$ cat src/rtl/brg_irq_pkg.sv
`timescale 1ns/1ps
package brg_irq_pkg;
    localparam int NUM_EVT     = 10;
    localparam int NUM_LINE    = 3;
    localparam int REG_W       = 32;
    localparam int USB_EVT     = 2;
    localparam int AUD_STAT_LO = 16;
    localparam int ENB_OFS     = 8;

    typedef struct packed {
        logic stat;
        logic enb;
    } cell_t;

    // bit position of an event's status flag
    function automatic int stat_pos(input int id);
        return (id < USB_EVT) ? id : id + AUD_STAT_LO - USB_EVT;
    endfunction

    function automatic int enb_pos(input int id);
        return stat_pos(id) + ENB_OFS;
    endfunction

    // line routing: USB error alone, done events together, half events together
    function automatic int line_of(input int id);
        if (id == 1) return 0;
        if (id == 0) return 1;
        return (((id - USB_EVT) % 2) == 0) ? 1 : 2;
    endfunction

    function automatic logic [REG_W-1:0] used_mask();
        logic [REG_W-1:0] m;
        m = '0;
        for (int i = 0; i < NUM_EVT; i++) begin
            m[stat_pos(i)] = 1'b1;
            m[enb_pos(i)]  = 1'b1;
        end
        return m;
    endfunction
endpackage

$ cat src/rtl/brg_evt_cell.sv
`timescale 1ns/1ps
module brg_evt_cell
    import brg_irq_pkg::*;
(
    input  logic clk,
    input  logic rst_n,
    input  logic evt_i,
    input  logic wr_en_i,
    input  logic wr_stat_i,
    input  logic wr_enb_i,
    output logic stat_o,
    output logic enb_o,
    output logic active_o
);
    cell_t cell_d, cell_q;

    always_comb begin
        cell_d = cell_q;
        if (wr_en_i) begin
            cell_d.enb = wr_enb_i;
            if (!wr_stat_i) cell_d.stat = 1'b0;
        end
        if (evt_i) cell_d.stat = 1'b1;
    end

    always_ff @(posedge clk or negedge rst_n) begin
        if (!rst_n) cell_q <= '0;
        else        cell_q <= cell_d;
    end

    assign stat_o   = cell_q.stat;
    assign enb_o    = cell_q.enb;
    assign active_o = cell_q.stat & cell_q.enb;


    set_wins_chk: assert property (@(posedge clk) disable iff (!rst_n)
        evt_i |=> stat_o);

    no_soft_set_chk: assert property (@(posedge clk) disable iff (!rst_n)
        (!evt_i && !stat_o) |=> !stat_o);

    enb_load_chk: assert property (@(posedge clk) disable iff (!rst_n)
        wr_en_i |=> (enb_o == $past(wr_enb_i)));
endmodule

$ cat src/rtl/brg_irq_route.sv
`timescale 1ns/1ps
module brg_irq_route
    import brg_irq_pkg::*;
#(
    parameter int N_EVT  = NUM_EVT,
    parameter int N_LINE = NUM_LINE
) (
    input  logic [N_EVT-1:0]  active_i,
    output logic [N_LINE-1:0] line_o
);
    always_comb begin
        line_o = '0;
        for (int i = 0; i < N_EVT; i++) begin
            line_o[line_of(i)] = line_o[line_of(i)] | active_i[i];
        end
    end
endmodule

$ cat src/rtl/brg_irq_regif.sv
`timescale 1ns/1ps
module brg_irq_regif
    import brg_irq_pkg::*;
#(
    parameter int N_EVT = NUM_EVT,
    parameter int DW    = REG_W
) (
    input  logic             clk,
    input  logic             rst_n,
    input  logic             bus_sel,
    input  logic             bus_we,
    input  logic [DW-1:0]    bus_wdata,
    input  logic [N_EVT-1:0] stat_i,
    input  logic [N_EVT-1:0] enb_i,
    output logic             wr_en_o,
    output logic [N_EVT-1:0] wr_stat_o,
    output logic [N_EVT-1:0] wr_enb_o,
    output logic [DW-1:0]    bus_rdata
);
    localparam logic [DW-1:0] USED = used_mask();

    typedef struct packed {
        logic [DW-1:0] rdata;
    } rif_t;

    rif_t          rif_d, rif_q;
    logic [DW-1:0] image;
    logic          rd_acc;

    assign rd_acc  = bus_sel & ~bus_we;
    assign wr_en_o = bus_sel & bus_we;

    always_comb begin
        image     = '0;
        wr_stat_o = '0;
        wr_enb_o  = '0;
        for (int i = 0; i < N_EVT; i++) begin
            image[stat_pos(i)] = stat_i[i];
            image[enb_pos(i)]  = enb_i[i];
            wr_stat_o[i]       = bus_wdata[stat_pos(i)];
            wr_enb_o[i]        = bus_wdata[enb_pos(i)];
        end
    end

    always_comb begin
        rif_d = rif_q;
        if (rd_acc) rif_d.rdata = image;
    end

    always_ff @(posedge clk or negedge rst_n) begin
        if (!rst_n) rif_q <= '0;
        else        rif_q <= rif_d;
    end

    assign bus_rdata = rif_q.rdata;


    rsvd_zero_chk: assert property (@(posedge clk) disable iff (!rst_n)
        (bus_rdata & ~USED) == '0);

    rd_hold_chk: assert property (@(posedge clk) disable iff (!rst_n)
        !rd_acc |=> $stable(bus_rdata));
endmodule

$ cat src/rtl/brg_irq_agg.sv
`timescale 1ns/1ps
module brg_irq_agg
    import brg_irq_pkg::*;
(
    input  logic                clk,
    input  logic                rst_n,
    input  logic [NUM_EVT-1:0]  evt_pulse,
    input  logic                bus_sel,
    input  logic                bus_we,
    input  logic [REG_W-1:0]    bus_wdata,
    output logic [REG_W-1:0]    bus_rdata,
    output logic [NUM_LINE-1:0] irq_line
);
    logic               wr_en;
    logic [NUM_EVT-1:0] wr_stat, wr_enb, stat, enb, active;

    brg_irq_regif #(.N_EVT(NUM_EVT), .DW(REG_W)) u_regif (
        .clk(clk), .rst_n(rst_n), .bus_sel(bus_sel), .bus_we(bus_we),
        .bus_wdata(bus_wdata), .stat_i(stat), .enb_i(enb),
        .wr_en_o(wr_en), .wr_stat_o(wr_stat), .wr_enb_o(wr_enb),
        .bus_rdata(bus_rdata)
    );

    for (genvar g = 0; g < NUM_EVT; g++) begin : g_cell
        brg_evt_cell u_cell (
            .clk(clk), .rst_n(rst_n), .evt_i(evt_pulse[g]),
            .wr_en_i(wr_en), .wr_stat_i(wr_stat[g]), .wr_enb_i(wr_enb[g]),
            .stat_o(stat[g]), .enb_o(enb[g]), .active_o(active[g])
        );
    end

    brg_irq_route #(.N_EVT(NUM_EVT), .N_LINE(NUM_LINE)) u_route (
        .active_i(active), .line_o(irq_line)
    );


    masked_quiet_chk: assert property (@(posedge clk) disable iff (!rst_n)
        (enb == '0) |-> (irq_line == '0));
endmodule

$ cat config.mk
export PLATFORM = sky130hd
export DESIGN_NAME = brg_irq_agg
export DESIGN_NICKNAME = d
export VERILOG_FILES = /design/src/rtl/brg_irq_pkg.sv /design/src/rtl/brg_evt_cell.sv /design/src/rtl/brg_irq_route.sv /design/src/rtl/brg_irq_regif.sv /design/src/rtl/brg_irq_agg.sv
export SDC_FILE = /design/constraint.sdc
export NUM_CORES = 1
export LEC_CHECK = 0
export BUFFER_PORTS_ARGS = -buffer_cell sky130_fd_sc_hd__clkbuf_2
export CAP_MARGIN = 40
export CORE_MARGIN = 5
export CORE_UTILIZATION = 45
export CTS_CLUSTER_SIZE = 16
export DETAILED_ROUTE_END_ITERATION = 10
export GPL_ROUTABILITY_DRIVEN = 0
export PLACE_DENSITY = 0.8
export SETUP_SLACK_MARGIN = 0.02
export SLEW_MARGIN = 20
export SYNTH_ARGS = -nofsm -noshare
export SYNTH_HDL_FRONTEND = slang
export SYNTH_SLANG_ARGS = --single-unit
$ cat constraint.sdc
create_clock -name clk -period 1.2 [get_ports clk]
set_clock_uncertainty 0.1 [all_clocks]
set_input_delay 0.18 -clock clk [delete_from_list [all_inputs] [get_ports clk]]
set_output_delay 0.18 -clock clk [all_outputs]
set_load 0.05 [all_outputs]
**Word-level counts from Yosys, hierarchy flattened**

Cells that the tools add are included.
W data, S select, Z words.

- Bits in registers: 40
- Bits of input ports: 46
- Output and inout bits: 35
- Word-level logic and storage cells: 101

- Equal/unequal tests: 10
- Multiplexer cells: 30
- Bitwise gates (word level): 20
- Reductions and logical operators: 20

Operator list:

| operator | number |
|---|---|
| $mux W1 | 20 |
| $mux W2 | 10 |
| $ne A2 B2 Y1 const B | 10 |
| $reduce_and A2 Y1 | 10 |
| $reduce_bool A2 Y1 | 10 |
| $and A1 B1 Y1 | 12 |
| $or A1 B1 Y1 | 7 |
| $not A1 Y1 | 1 |

**Logic depth before layout (Yosys ltp)**

- Depth after elaboration: 5
- Gate-level depth with buffers: 3

**Cells and area by module**

From an unflattened synthesis, not the netlist that was laid out.

- Cell total of the unflattened synthesis: 142
- Area total of the unflattened synthesis: 1966.9 um^2

By module, submodules not included:

| module | instances | cells an instance | area each (um^2) | sequential area each (um^2) |
|---|---|---|---|---|
| brg_irq_regif | 1 | 77 | 1088.5 | 500.5 |
| brg_evt_cell | 10 | 6 | 85.1 | 50.0 |
| brg_irq_route | 1 | 5 | 27.5 | 0.0 |

**Worst setup path after synthesis**

OpenSTA, ideal clock, no wires.

- Path type: reg-to-output
- Start: reg g_cell[0].u_cell.cell_q, in the netlist g_cell[0].u_cell.stat_o
- End: out irq_line[1]
- Arrival time: 1.026 ns
- Slack: -0.106 ns
- Cell stages (with the launch flop): 3
- Cells stage by stage: dfrtp_1 > a222oi_1 > nand2_1

- Cells in the longest elaborated chain, start to end: 5

Ends and longest elaborated chain:

| element | RTL line | RTL |
|---|---|---|
| start, declared | brg_evt_cell.sv:15 | `cell_t cell_d, cell_q;` |
| start signal, assigned | brg_evt_cell.sv:28 | `else cell_q <= cell_d;` |
| $and A1 B1 Y1 | brg_evt_cell.sv:33 | `assign active_o = cell_q.stat & cell_q.enb;` |
| $or A1 B1 Y1 (4 in a row) | brg_irq_route.sv:14 | `line_o[line_of(i)] = line_o[line_of(i)] \| active_i[i];` |
| end, declared | brg_irq_agg.sv:12 | `output logic [NUM_LINE-1:0] irq_line` |

No other way between the ends.

**Final worst setup path**

Ends and elaborated chain as after synthesis.

==> reports/results.tsv <==
stage	metric	value	unit
outcome	outcome	complete, but fails checks	
outcome	failing checks	negative setup slack	
drt	DRT Wirelength	4.211	mm
global_routing	layer with the highest usage	met2	
power_and_ir_drop	Sw Ratio	0.3256	
sta	unrepaired setup endpoints after global routing	true	
drt	DRC	0	
worst_setup_path	CP max FO	2	
layout	number of inserted diodes	0	
synthesis	post-synthesis cell area	1764	µm²
power_and_ir_drop	Switch Pwr	1395	µW
power_and_ir_drop	Reg power frac	0.390	
synthesis	Syn. warnings	0	
sta	final hold vios	0	
worst_setup_path	critical setup path kind	reg -> out	
floorplanning	Initial Utilization	0.4747	
power_and_ir_drop	Clock power frac	0.249	
global_routing	largest net degree at the start of global routing	41	
clock_tree	clock transition at the registers of the reported paths	0.08	ns
global_routing	met1 usage	0.1961	
worst_setup_path	cell chain of the critical path	a222oi_1 > nand2_2 > buf_8	
synthesis	Post-Synth Simple-Gate Area	0.06170	
worst_setup_path	critical path startpoint category	flop	
synthesis	Synth Area in Adders	0	
sta	Final Max Slew Viols	0	
floorplanning	Site Rows	22	
drt	Post-DRT Antenna Nets	0	
clock_tree	clock buffer depth	2	
global_routing	gr usage total	0.1705	
drt	Vias	1264	
synthesis	Synth Area in XOR/XNOR	0	
global_routing	initial antenna violation count	0	
floorplanning	Core Region	3716	µm²
layout	Post-Layout Cell Count	267	
global_routing	number of global-route vias before repair	1403	
power_and_ir_drop	overall power	4284	µW
global_routing	Congestion Overflow GR	0	
sta	Min Hold Slack	0.02192	ns
sta	Setup TNS	-0.7103	ns
placement	IO buf count	56	
sta	final setup fails	4	
drt	via/cell ratio	4.734	
drt	Routed wire per std cell	15.77	µm
layout	commonest non-fill, non-tap cell in the layout	dfrtp_1	
drt	number of detailed-route iterations in the first pass	6	
clock_tree	CTS Buf Count	5	
synthesis	post-synth cell types	15	
worst_setup_path	WP buf/inv	1	
layout	Layout area overhead	55.11	%
power_and_ir_drop	power density over the cells	1566	nW/µm²
synthesis	complex-gate fraction of the synthesized area	0.06099	
global_routing	met2 usage	0.2926	
layout	nets	264	
sta	Max Freq	623.2	MHz
power_and_ir_drop	maximum vdd drop	0.8122	mV
layout	Register Area	1001	µm²
floorplanning	Die ar.	5273	µm²
worst_setup_path	capturing element type of the critical path	primary output	
power_and_ir_drop	Comb power frac	0.361	
layout	Util after Layout	0.7364	
sta	crit path time final	1.605	ns
power_and_ir_drop	leakage	0.001325	µW
worst_setup_path	Req. time, crit path	0.92	ns
synthesis	sequential cell area fraction in the yosys report	0.5674	
clock_tree	CTS sink cnt	40	
layout	Multi-input gate area	691.9	µm²
layout	share of cells above drive strength 1	0.6073	
synthesis	largest family of logic cells by synthesized area	multiplexers	
power_and_ir_drop	internal power	2889	µW
worst_setup_path	CP max stage delay	0.38	ns
clock_tree	Root Driver	clkbuf_8	
sta	Final WS setup	-0.4045	ns
clock_tree	clk_lat worst skew	0.29	ns
placement	Inst Count DP	231	
sta	final worst path period share	1.337	
synthesis	mux cell area share after synthesis	0.2340	
floorplanning	I/O Pins	81	
worst_setup_path	Max stage delay cell, worst path	dfrtp_1	
global_routing	global-route wire length before repair	6.741	mm
synthesis	register bit count reported by yosys	40	
floorplanning	die height	72.62	µm
synthesis	Mean Syn Cell Area	15.08	µm²
layout	Fillers	238	
layout	commonest cells after routing, fill and taps aside	dfrtp_1 (40), clkbuf_2 (33), buf_4 (32), mux2_4 (20), clkbuf_8 (17)	
drt	initial drt markers	79	
synthesis	Syn Inst Count	117	
clock_tree	# H-tree levels	2	
job	Max-Cap Viols	0	
floorplanning	Die W	72.62	µm
placement	DP HPWL	2.856	mm
worst_setup_path	Worst EP arrival	1.32	ns
clock_tree	CTS tree	yes	
worst_setup_path	CP top delay family	flip-flops	
worst_hold_path	Hold Crit Class	in -> reg	
global_routing	met3 Use GR	0.03306	
-- synthesized netlist by cell type (all sizes together) --
cell type,instances,area share
dfrtp,40,0.57
mux2,30,0.23
buf,17,0.074
a21o,10,0.043
nand3b,10,0.043
a22oi,3,0.013
nand2,3,0.0078
a222oi,1,0.0057
and2,1,0.0035
conb,1,0.0021
nand2b,1,0.0078
-- registers in the layout (all words and copies together) (netlist names) --
signal,flops
u_regif.bus_rdata,20
g_cell.u_cell.enb_o,10
g_cell.u_cell.stat_o,10
-- worst paths after layout --
kind | end | depth (start not counted) | slack, ns | from
setup / recovery | irq_line[1] | 3 | -0.40 | g_cell[0].u_cell.stat_o
hold / removal | g_cell[3].u_cell.enb_o | 2 | 0.02 | bus_wdata[25]
setup reg to reg | u_regif.bus_rdata[17] | 4 | -0.05 | g_cell[3].u_cell.stat_o
hold reg to reg | u_regif.bus_rdata[25] | 1 | 0.41 | u_regif.bus_rdata[25]
max in group asynchronous | u_regif.bus_rdata[16] | 3 | 0.52 | rst_n
min in group asynchronous | u_regif.bus_rdata[28] | 3 | 0.29 | rst_n
-- layout make-up --
type / instances / share of cell area
Clock buffer: 6 / 0.02652
Timing Repair Buffer: 100 / 0.3201
Multi-Input combinational cell: 71 / 0.2529
Tap cell: 48 / 0.02195
Sequential cell: 40 / 0.3658
Clock inverter: 2 / 0.01280
-- through the flow --
| step | worst slack, ns | area (µm²) |
|---|---|---|
| floorplan | -0.04962 | 1808 |
| global placement | -0.1410 | 2176 |
| detailed placement | -0.1625 | 2176 |
| CTS | -0.4295 | 2620 |
| global route | -0.4692 | 2736 |
| finish | -0.4045 | 2736 |
-- cell families after synthesis --
group / after synthesis
compound gates: 14
buf+inv: 17
flops: 40
mux: 30
other cells: 1
simple gates: 15
-- timing repair --
| action | CTS | global route |
|---|---|---|
| endpoints found under the hold margin | 50 | 0 |
| gates resized for setup | 44 | 15 |
| buffers inserted | 5 | 12 |
| endpoints found under the setup margin | 23 | 21 |
| hold buffers | 11 | 0 |
| pin swaps | 3 | 2 |
-- power groups by stage --
stage / clock (µW) / sequential (µW) / combinational [µW]
after global placement: 0 / 1650 / 1160
final: 1070 / 1670 / 1550
after global routing: 1170 / 1700 / 1620
after CTS: 1110 / 1660 / 1410
after floorplan: 0 / 2060 / 477
after detailed placement: 0 / 1670 / 1180
-- per-layer routing --
layer,wire (µm),part of all wire,up-vias
met5,0,0,-
met4,104,0.025,0
met3,258,0.061,7
met2,2199,0.52,49
met1,1649,0.39,618
li1,-,-,590
(Power assumes the default switching activity.)
